[src/rtl/sreq_pkg.sv]
package sreq_pkg;
  localparam int CTL_W = 4;
  localparam int SRC_N = 2;
  localparam int SRC_BTN = 0;
  localparam int SRC_BAT = 1;

  typedef struct packed {
    logic byp;
    logic bat_en;
    logic btn_en;
    logic glb;
  } ctl_t;
endpackage

[src/rtl/sreq_sync.sv]
module sreq_sync #(
  parameter int W = 2,
  parameter int STAGES = 2
) (
  input  logic         clk,
  input  logic         rst,
  input  logic [W-1:0] in_n,
  output logic [W-1:0] act,
  output logic [W-1:0] fall
);
  logic [W-1:0] stg [STAGES];
  logic [W-1:0] act_prev;

  always_ff @(posedge clk) begin
    if (rst) begin
      for (int i = 0; i < STAGES; i++) stg[i] <= '1;
      act_prev <= '0;
    end else begin
      stg[0] <= in_n;
      for (int i = 1; i < STAGES; i++) stg[i] <= stg[i-1];
      act_prev <= act;
    end
  end

  assign act  = ~stg[STAGES-1];
  assign fall = act & ~act_prev;
endmodule

[src/rtl/sreq_ctlregs.sv]
module sreq_ctlregs
  import sreq_pkg::*;
#(
  parameter int CNT_W = 16,
  parameter int RLD_RST = 100
) (
  input  logic             clk,
  input  logic             rst,
  input  logic             ctl_we,
  input  logic [CTL_W-1:0] ctl_wdata,
  input  logic             rld_we,
  input  logic [CNT_W-1:0] rld_wdata,
  output ctl_t             ctl_q,
  output logic [CNT_W-1:0] rld_q
);
  always_ff @(posedge clk) begin
    if (rst) begin
      ctl_q <= '0;
      rld_q <= CNT_W'(RLD_RST);
    end else begin
      if (ctl_we) ctl_q <= ctl_t'(ctl_wdata);
      if (rld_we) rld_q <= rld_wdata;
    end
  end
endmodule

[src/rtl/sreq_dtimer.sv]
module sreq_dtimer #(
  parameter int CNT_W = 16,
  parameter int RLD_RST = 100
) (
  input  logic             clk,
  input  logic             rst,
  input  logic             reload,
  input  logic [CNT_W-1:0] rld_q,
  input  logic             wr_load,
  input  logic [CNT_W-1:0] rld_wdata,
  input  logic             dec,
  output logic [CNT_W-1:0] cnt_q
);
  localparam logic [CNT_W-1:0] ONE = CNT_W'(1);

  always_ff @(posedge clk) begin
    if (rst)          cnt_q <= CNT_W'(RLD_RST);
    else if (reload)  cnt_q <= rld_q;
    else if (wr_load) cnt_q <= rld_wdata;
    else if (dec)     cnt_q <= (cnt_q <= ONE) ? '0 : cnt_q - ONE;
  end
endmodule

[src/rtl/sreq_smi_delay.sv]
module sreq_smi_delay
  import sreq_pkg::*;
#(
  parameter int CNT_W = 16,
  parameter int RLD_RST = 100
) (
  input  logic             clk,
  input  logic             rst,
  input  logic             btn_n,
  input  logic             batlow_n,
  input  logic             in_suspend,
  input  logic             ctl_we,
  input  logic [CTL_W-1:0] ctl_wdata,
  input  logic             rld_we,
  input  logic [CNT_W-1:0] rld_wdata,
  input  logic             smi_clr,
  output logic             smi_req,
  output logic             stat_btn,
  output logic             stat_bat
);
  localparam logic [CNT_W-1:0] ONE = CNT_W'(1);

  ctl_t             ctl_q;
  logic [CNT_W-1:0] rld_q;
  logic [CNT_W-1:0] cnt_q;
  logic [SRC_N-1:0] act, fall;
  logic             btn_req, bat_seen;
  logic             glb_en, live, btn_ok, bat_ok;
  logic             btn_start, bat_on, byp_hit, run, expire, started;

  sreq_sync #(.W(SRC_N), .STAGES(2)) u_sync (
    .clk (clk), .rst (rst),
    .in_n ({batlow_n, btn_n}),
    .act (act), .fall (fall)
  );

  sreq_ctlregs #(.CNT_W(CNT_W), .RLD_RST(RLD_RST)) u_regs (
    .clk (clk), .rst (rst),
    .ctl_we (ctl_we), .ctl_wdata (ctl_wdata),
    .rld_we (rld_we), .rld_wdata (rld_wdata),
    .ctl_q (ctl_q), .rld_q (rld_q)
  );

  assign glb_en    = ctl_q.glb;
  assign live      = glb_en & ~in_suspend & ~smi_req;
  assign btn_ok    = live & ctl_q.btn_en;
  assign bat_ok    = live & ctl_q.bat_en;
  assign btn_start = btn_ok & fall[SRC_BTN];
  assign bat_on    = bat_ok & act[SRC_BAT];
  assign byp_hit   = bat_on & ctl_q.byp;
  assign run       = btn_start | (live & btn_req) | bat_on;
  assign expire    = run & (cnt_q <= ONE);
  assign started   = btn_req | bat_seen;

  sreq_dtimer #(.CNT_W(CNT_W), .RLD_RST(RLD_RST)) u_tmr (
    .clk (clk), .rst (rst),
    .reload (smi_clr), .rld_q (rld_q),
    .wr_load (rld_we & ~started), .rld_wdata (rld_wdata),
    .dec (run), .cnt_q (cnt_q)
  );

  always_ff @(posedge clk) begin
    if (rst || smi_clr) begin
      smi_req  <= 1'b0;
      stat_btn <= 1'b0;
      stat_bat <= 1'b0;
      btn_req  <= 1'b0;
      bat_seen <= 1'b0;
    end else if (!smi_req) begin
      if (btn_start) btn_req  <= 1'b1;
      if (bat_on)    bat_seen <= 1'b1;
      if (expire || byp_hit) begin
        smi_req  <= 1'b1;
        stat_btn <= btn_req | btn_start;
        stat_bat <= bat_seen | bat_on;
      end
    end
  end
endmodule

[config.mk]
export PLATFORM = sky130hd
export DESIGN_NAME = sreq_smi_delay
export DESIGN_NICKNAME = d
export VERILOG_FILES = /design/src/rtl/sreq_pkg.sv /design/src/rtl/sreq_sync.sv /design/src/rtl/sreq_ctlregs.sv /design/src/rtl/sreq_dtimer.sv /design/src/rtl/sreq_smi_delay.sv
export SDC_FILE = /design/constraint.sdc
export NUM_CORES = 1
export LEC_CHECK = 0
export ABC_AREA = 1
export BUFFER_PORTS_ARGS = -buffer_cell sky130_fd_sc_hd__clkbuf_2
export CAP_MARGIN = 20
export CORE_ASPECT_RATIO = 0.5
export CORE_MARGIN = 5
export CORE_UTILIZATION = 45
export CTS_BUF_LIST = sky130_fd_sc_hd__clkbuf_4 sky130_fd_sc_hd__clkbuf_8
export CTS_CLUSTER_DIAMETER = 80
export CTS_CLUSTER_SIZE = 12
export DETAILED_ROUTE_END_ITERATION = 10
export PLACE_DENSITY = 0.71
export SYNTH_ARGS = -nofsm -noshare
export SYNTH_HDL_FRONTEND = slang
export SYNTH_SLANG_ARGS = --single-unit
[constraint.sdc]
create_clock -name clk -period 3.76 [get_ports clk]
set_input_delay 0 -clock clk [delete_from_list [all_inputs] [get_ports clk]]
set_output_delay 0 -clock clk [all_outputs]
set_load 0.005 [all_outputs]
**After elaboration in Yosys (flattened, before gate mapping)**

Memory sizes are Yosys's and may differ from the RTL's.
Cells that the tools add are included.

- Register bits after elaboration: 42
- Bits in writable memories: 4
- Input bits: 28
- Output and inout port bits: 3
- Logic and storage cells: 55
- Memories: 1

- Add/subtract/negate cells: 1
- $lt $le $gt $ge: 1
- Muxes and demuxes: 11
- Bitwise operators: 23
- Reductions and logical operators: 6

Memories:

| name | words | width | read ports | clocked after Yosys merged registers in | write ports | line | RTL |
|---|---|---|---|---|---|---|---|
| u_sync.stg | 2 | 2 | 2 | 0 | 2 | sreq_sync.sv:11 | `logic [W-1:0] stg [STAGES];` |

Operator list:

| kind | count |
|---|---|
| two-way mux 16 bit | 4 |
| less-or-equal comparator 16 x 1 -> 1 bit, second input constant | 1 |
| subtractor 16 x 1 -> 16 bit, second input constant | 1 |
| bitwise AND 1 bit | 11 |
| OR 1 bit | 7 |
| AND reduction 2 bit | 3 |
| two-way mux 1 bit | 5 |
| two-way mux 2 bit | 2 |
| inverter 1 bit | 4 |
| nonzero test 3 bit | 1 |
| logical OR 1 bit | 2 |
| inverter 2 bit | 1 |

**Longest topological paths before layout**

- Depth after elaboration: 11
- Gate-level depth with buffers: 13
- Gate-level depth less buffers: 13

**Hierarchy**

A second synthesis with hierarchy kept.

- Cell total of the unflattened synthesis: 432
- Area total of the unflattened synthesis: 2,805.2 um^2

Modules (own cells, without submodules):

| module | times used | cells an instance | area each (um^2) | sequential area each (um^2) |
|---|---|---|---|---|
| sreq_dtimer | 1 | 235 | 1,458.9 | 320.3 |
| sreq_ctlregs | 1 | 122 | 815.8 | 400.4 |
| sreq_smi_delay | 1 | 54 | 354.1 | 100.1 |
| sreq_sync | 1 | 21 | 176.4 | 120.1 |

**Worst setup path after synthesis**

OpenSTA, ideal clock, no wires.

- Kind: register to register
- Start point: register u_tmr.cnt_q[0]
- End point: register u_tmr.cnt_q[10]
- Setup time: 0.132 ns
- Arrival: 1.341 ns
- Data required time: 3.628 ns
- Setup slack: 2.286 ns
- Cell stages (with the launch flop): 13
- Buffers on the path: 1
- Period minus slack after synthesis: 1.474 ns
- Cell sequence: dfxtp_1 -> inv_1 -> ha_1 -> inv_1 -> nand2_1 -> nand2_1 -> nor2_1 -> nand3_2 -> nand2_2 -> buf_6 -> nor2_1 -> o21ai_1 -> a21oi_1

- Cells in the longest elaborated chain, start to end: 5
- Elaborated cells between the ends (all ways): 6
- Those cells by class: 1 x add/sub; 1 x order compare; 4 x mux

RTL lines:

| what | line | RTL |
|---|---|---|
| start: declaration | sreq_dtimer.sv:12 | `output logic [CNT_W-1:0] cnt_q` |
| start signal: assignment | sreq_dtimer.sv:17 | `if (rst) cnt_q <= CNT_W'(RLD_RST);` |
| start signal: assignment | sreq_dtimer.sv:18 | `else if (reload) cnt_q <= rld_q;` |
| start signal: assignment | sreq_dtimer.sv:19 | `else if (wr_load) cnt_q <= rld_wdata;` |
| subtractor 16 x 1 -> 16 bit / less-or-equal comparator 16 x 1 -> 1 bit (equally long branches) | sreq_dtimer.sv:20 | `else if (dec) cnt_q <= (cnt_q <= ONE) ? '0 : cnt_q - ONE;` |
| two-way mux 16 bit (*) (2 in a row) | sreq_dtimer.sv:20 |  |
| two-way mux 16 bit (*) | sreq_dtimer.sv:19 |  |
| two-way mux 16 bit (*) | sreq_dtimer.sv:18 |  |

Mark *: on every way between the ends. The rest lies on a longest branch, timed or not. The select of a mux whose other input is x is not followed.
A chain may end at the register's enable or synchronous reset.

**Worst setup path in the final report**

- Start point: register u_tmr.cnt_q[0]
- End point: register u_tmr.cnt_q[2]

The elaborated chain is that of the path after synthesis.

==> run_results.csv <==
group,metric,value,unit
power,netSwitchingFraction,27.7,%
die,core_area,4980,sq um
logic_synthesis,ys_seq_area_share,39.2,%
min_path,hold_class,"primary input to flip-flop",
clock_tree,hold_buffers,21,
clock_tree,cts_sinks,46,
logic_synthesis,synthDistinctLibCells,29,
global_routing,grt_max_degree,29,
run,max-cap-violations,0,
routing,vias,2352,
die,initial_core_util,47.2,%
placement,dp.final_hpwl,4.27,mm
logic_synthesis,syn_area_per_cell,6.56,sq um
power,p_sw,0.306,mW
logic_synthesis,synth_area_leader_cell,"dfxtp_1",
logic_synthesis,async_flop_share,0,%
die,die_y,61.1,um
clock_tree,post_cts_buffers,0,
power,seqPwrFrac,48.9,%
power,clock_power_share,33.9,%
sta,fmax,564,MHz
critical_path,worstPathArrival,1.94,ns
die,rows,18,
routing,wl,6.10,mm
sta,slew_headroom,58.1,%
critical_path,cp.required,3.93,ns
clock_tree,clock-root-buffer,"clkbuf_8",
sta,timing.final.ws_setup,1.99,ns
placement,dpl-instance-area,2520,sq um
power,p_per_area,389,nW/um^2
global_routing,grt_antenna_before_repair,0,
critical_path,crit_fanout,13,
sta,fin_skew,0.0101,ns
die,dieArea,6850,sq um
logic_synthesis,synth_edf_count,0,
global_routing,grt-ovfl-total,0,
critical_path,end_kind,"flip-flop",
logic_synthesis,synth_nets,388,
placement,gp_congestion,0.860,
sta,fin_hold_ws,0.00361,ns
routing,ant_nets,0,
outcome,status,"finished, final reports clean",
clock_tree,cts_buffer_depth,2,
clock_tree,ctsHtreeMaxLevel,2,
routing,via_per_inst,4.96,
global_routing,grt_usage,18.8,%
final_layout,final_nets,433,
global_routing,grt_pass1_wl,10.1,mm
logic_synthesis,ys.flop_type,"dfxtp_1",
routing,wl_per_cell,12.9,um
clock_tree,clock_latency,0.30,ns
die,die_w,112,um
final_layout,drive_above_1_share,13.1,%
logic_synthesis,ys_seq_elements,46,
routing,drt-pass1-iter-count,5,
logic_synthesis,syn_inst,358,
placement,port_buffers,30,
final_layout,final_util,57.1,%
routing,drc_errors,0,
sta,fin_crit_sh,47.2,%
power,p_comb_share,17.2,%
power,p_int,0.798,mW
sta,setup_viol,0,
clock_tree,cts_inserted_buffers,5,
sta,fin_crit,1.77,ns
sta,finalMaxSlewViolations,0,
routing,drt_iter0_markers,168,
sta,rsz0062_at_grt,"no",
logic_synthesis,ys_top_cells_by_area,"dfxtp_1, nor2_1, nand2_1",
placement,dp_slack,1.96,ns
global_routing,first_global_vias,2149,
logic_synthesis,yosysWarnings,0,
power,ir_drop,247,uV
critical_path,worst_setup_path_start_kind,"flip-flop",
die,io_pins,31,
logic_synthesis,syn_area,2350,sq um
critical_path,crit_type,"flip-flop to flip-flop",
clock_tree,post_cts_resized,0,
clock_tree,cts_tree,"done",
final_layout,area_growth,21.0,%
sta,tns,0,ns
power,leakagePower,1.32,nW
final_layout,insertedDiodeCount,0,
clock_tree,clk_pin_slew,0.09,ns
final_layout,n_fill_cell,454,
sta,finalHoldViolations,0,
logic_synthesis,yosysTopAreaCellShare,39.2,%
final_layout,fin_area,2840,sq um
sta,tightest_slew,0.628,ns
==> final timing paths <==
check	from	endpoint	slack, ns	cells past startpoint
max	u_tmr.cnt_q[0]$_SDFFE_PP0P_	u_tmr.cnt_q[2]$_SDFFE_PP1P_	1.99	13
min	ctl_wdata[1]	u_regs.ctl_q[1]$_SDFFE_PP0P_	0.004	3
max reg2reg	u_tmr.cnt_q[0]$_SDFFE_PP0P_	u_tmr.cnt_q[2]$_SDFFE_PP1P_	1.99	13
min reg2reg	u_sync.stg[0][0]$_SDFF_PP1_	u_sync.stg[0][2]$_SDFF_PP1_	0.41	1
==> Yosys cell counts (3+ instances only) <==
| cell type | count |
|---|---|
| or2_2 | 4 |
| dfxtp_1 | 46 |
| nand2_1 | 70 |
| inv_1 | 37 |
| nor2_1 | 71 |
| nand3_1 | 10 |
| clkbuf_1 | 9 |
| nor2_2 | 3 |
| xor2_1 | 5 |
| a21oi_1 | 39 |
| o21ai_0 | 33 |
| o21ai_1 | 6 |
==> cells in the final DEF (no fill, tap or decap) <==
master,Yosys,routed
o211ai_1,2,2
nand3b_1,1,1
dfxtp_1,46,46
nand2_1,70,70
or2_2,4,4
o21ai_2,1,1
o21ai_0,33,33
dlygate4sd3_1,0,21
nand2_2,2,2
nand3_2,1,1
o22ai_1,1,1
nor3_4,1,1
clkbuf_4,0,1
xnor2_1,2,2
clkbuf_2,0,30
nand4_1,2,2
nand3_1,10,10
xor2_1,5,5
bufinv_16,0,1
clkbuf_8,0,5
nor2_2,3,3
o21bai_1,1,1
inv_4,1,1
nor2_1,71,71
inv_2,2,2
o21ai_1,6,6
a21oi_1,39,39
nor3_1,2,2
inv_1,37,37
clkinvlp_4,0,1
ha_1,2,2
==> power groups by stage <==
stage          registers (mW)  logic (mW)  clock network [mW]
2_1_floorplan           0.544       0.126                   0
3_3_place_gp            0.549       0.167                   0
3_5_place_dp            0.551       0.167                   0
4_1_cts                 0.539       0.186               0.383
5_1_grt                 0.545       0.214               0.407
6_report                0.540       0.190               0.374
==> flip-flops by register name, summed over array words and instances (netlist names) <==
name             count
u_regs.rld_q        16
u_tmr.cnt_q         16
u_regs.ctl_q         4
u_sync.stg           4
bat_seen             1
btn_req              1
smi_req              1
stat_bat             1
stat_btn             1
u_sync.act_prev      1
==> routing by layer <==
| layer | up-vias | wire [um] | GRT usage (%) |
|---|---|---|---|
| li1 | 1223 | - | - |
| met1 | 1015 | 2880 | 25.8 |
| met2 | 105 | 2610 | 30.0 |
| met3 | 9 | 548 | 5.10 |
| met4 | 0 | 64 | 4.62 |
| met5 | - | 0 | 0 |
==> worst max-delay path: stages (launching register included) <==
cell and delay (ns):
dfxtp_1 0.35, inv_1 0.09, ha_1 0.20, inv_1 0.05
nand2_1 0.06, nand2_1 0.05, nor2_1 0.10, nand3_2 0.13
nand2_2 0.22, inv_1 0.10, nand2_1 0.07, nand3_1 0.06
nand2_1 0.09, nand3_1 0.06
==> layout make-up <==
cell class | instances | area, sq um | share of cell area (%)
timing repair buffer | 51 | 360 | 12.7
multi-input combinational | 259 | 1210 | 42.4
inverter | 40 | 153 | 5.37
clock buffer | 6 | 76.3 | 2.69
sequential | 46 | 921 | 32.4
clock inverter | 2 | 37.5 | 1.32
tap | 70 | 87.6 | 3.08
==> logic make-up (layout without fill, tap and decap cells) <==
group / Yosys count / after routing / share of synthesized area, %
AO/OA/AOI/OAI: 83 / 83 / 18.2
XOR/XNOR: 7 / 7 / 2.61
flip-flops: 46 / 46 / 39.2
buffers and inverters: 53 / 99 / 9.43
AND/OR/NAND/NOR: 167 / 167 / 29.5
adder cells (fa/ha/maj): 2 / 2 / 1.07
==> through the flow <==
step / instances / total power, mW
finish: 474 / 1.10
global route: 474 / 1.17
CTS: 474 / 1.11
detailed placement: 445 / 0.718
global placement: 445 / 0.717
floorplan: 358 / 0.670
No activity file was read; power rests on OpenSTA's default activity.
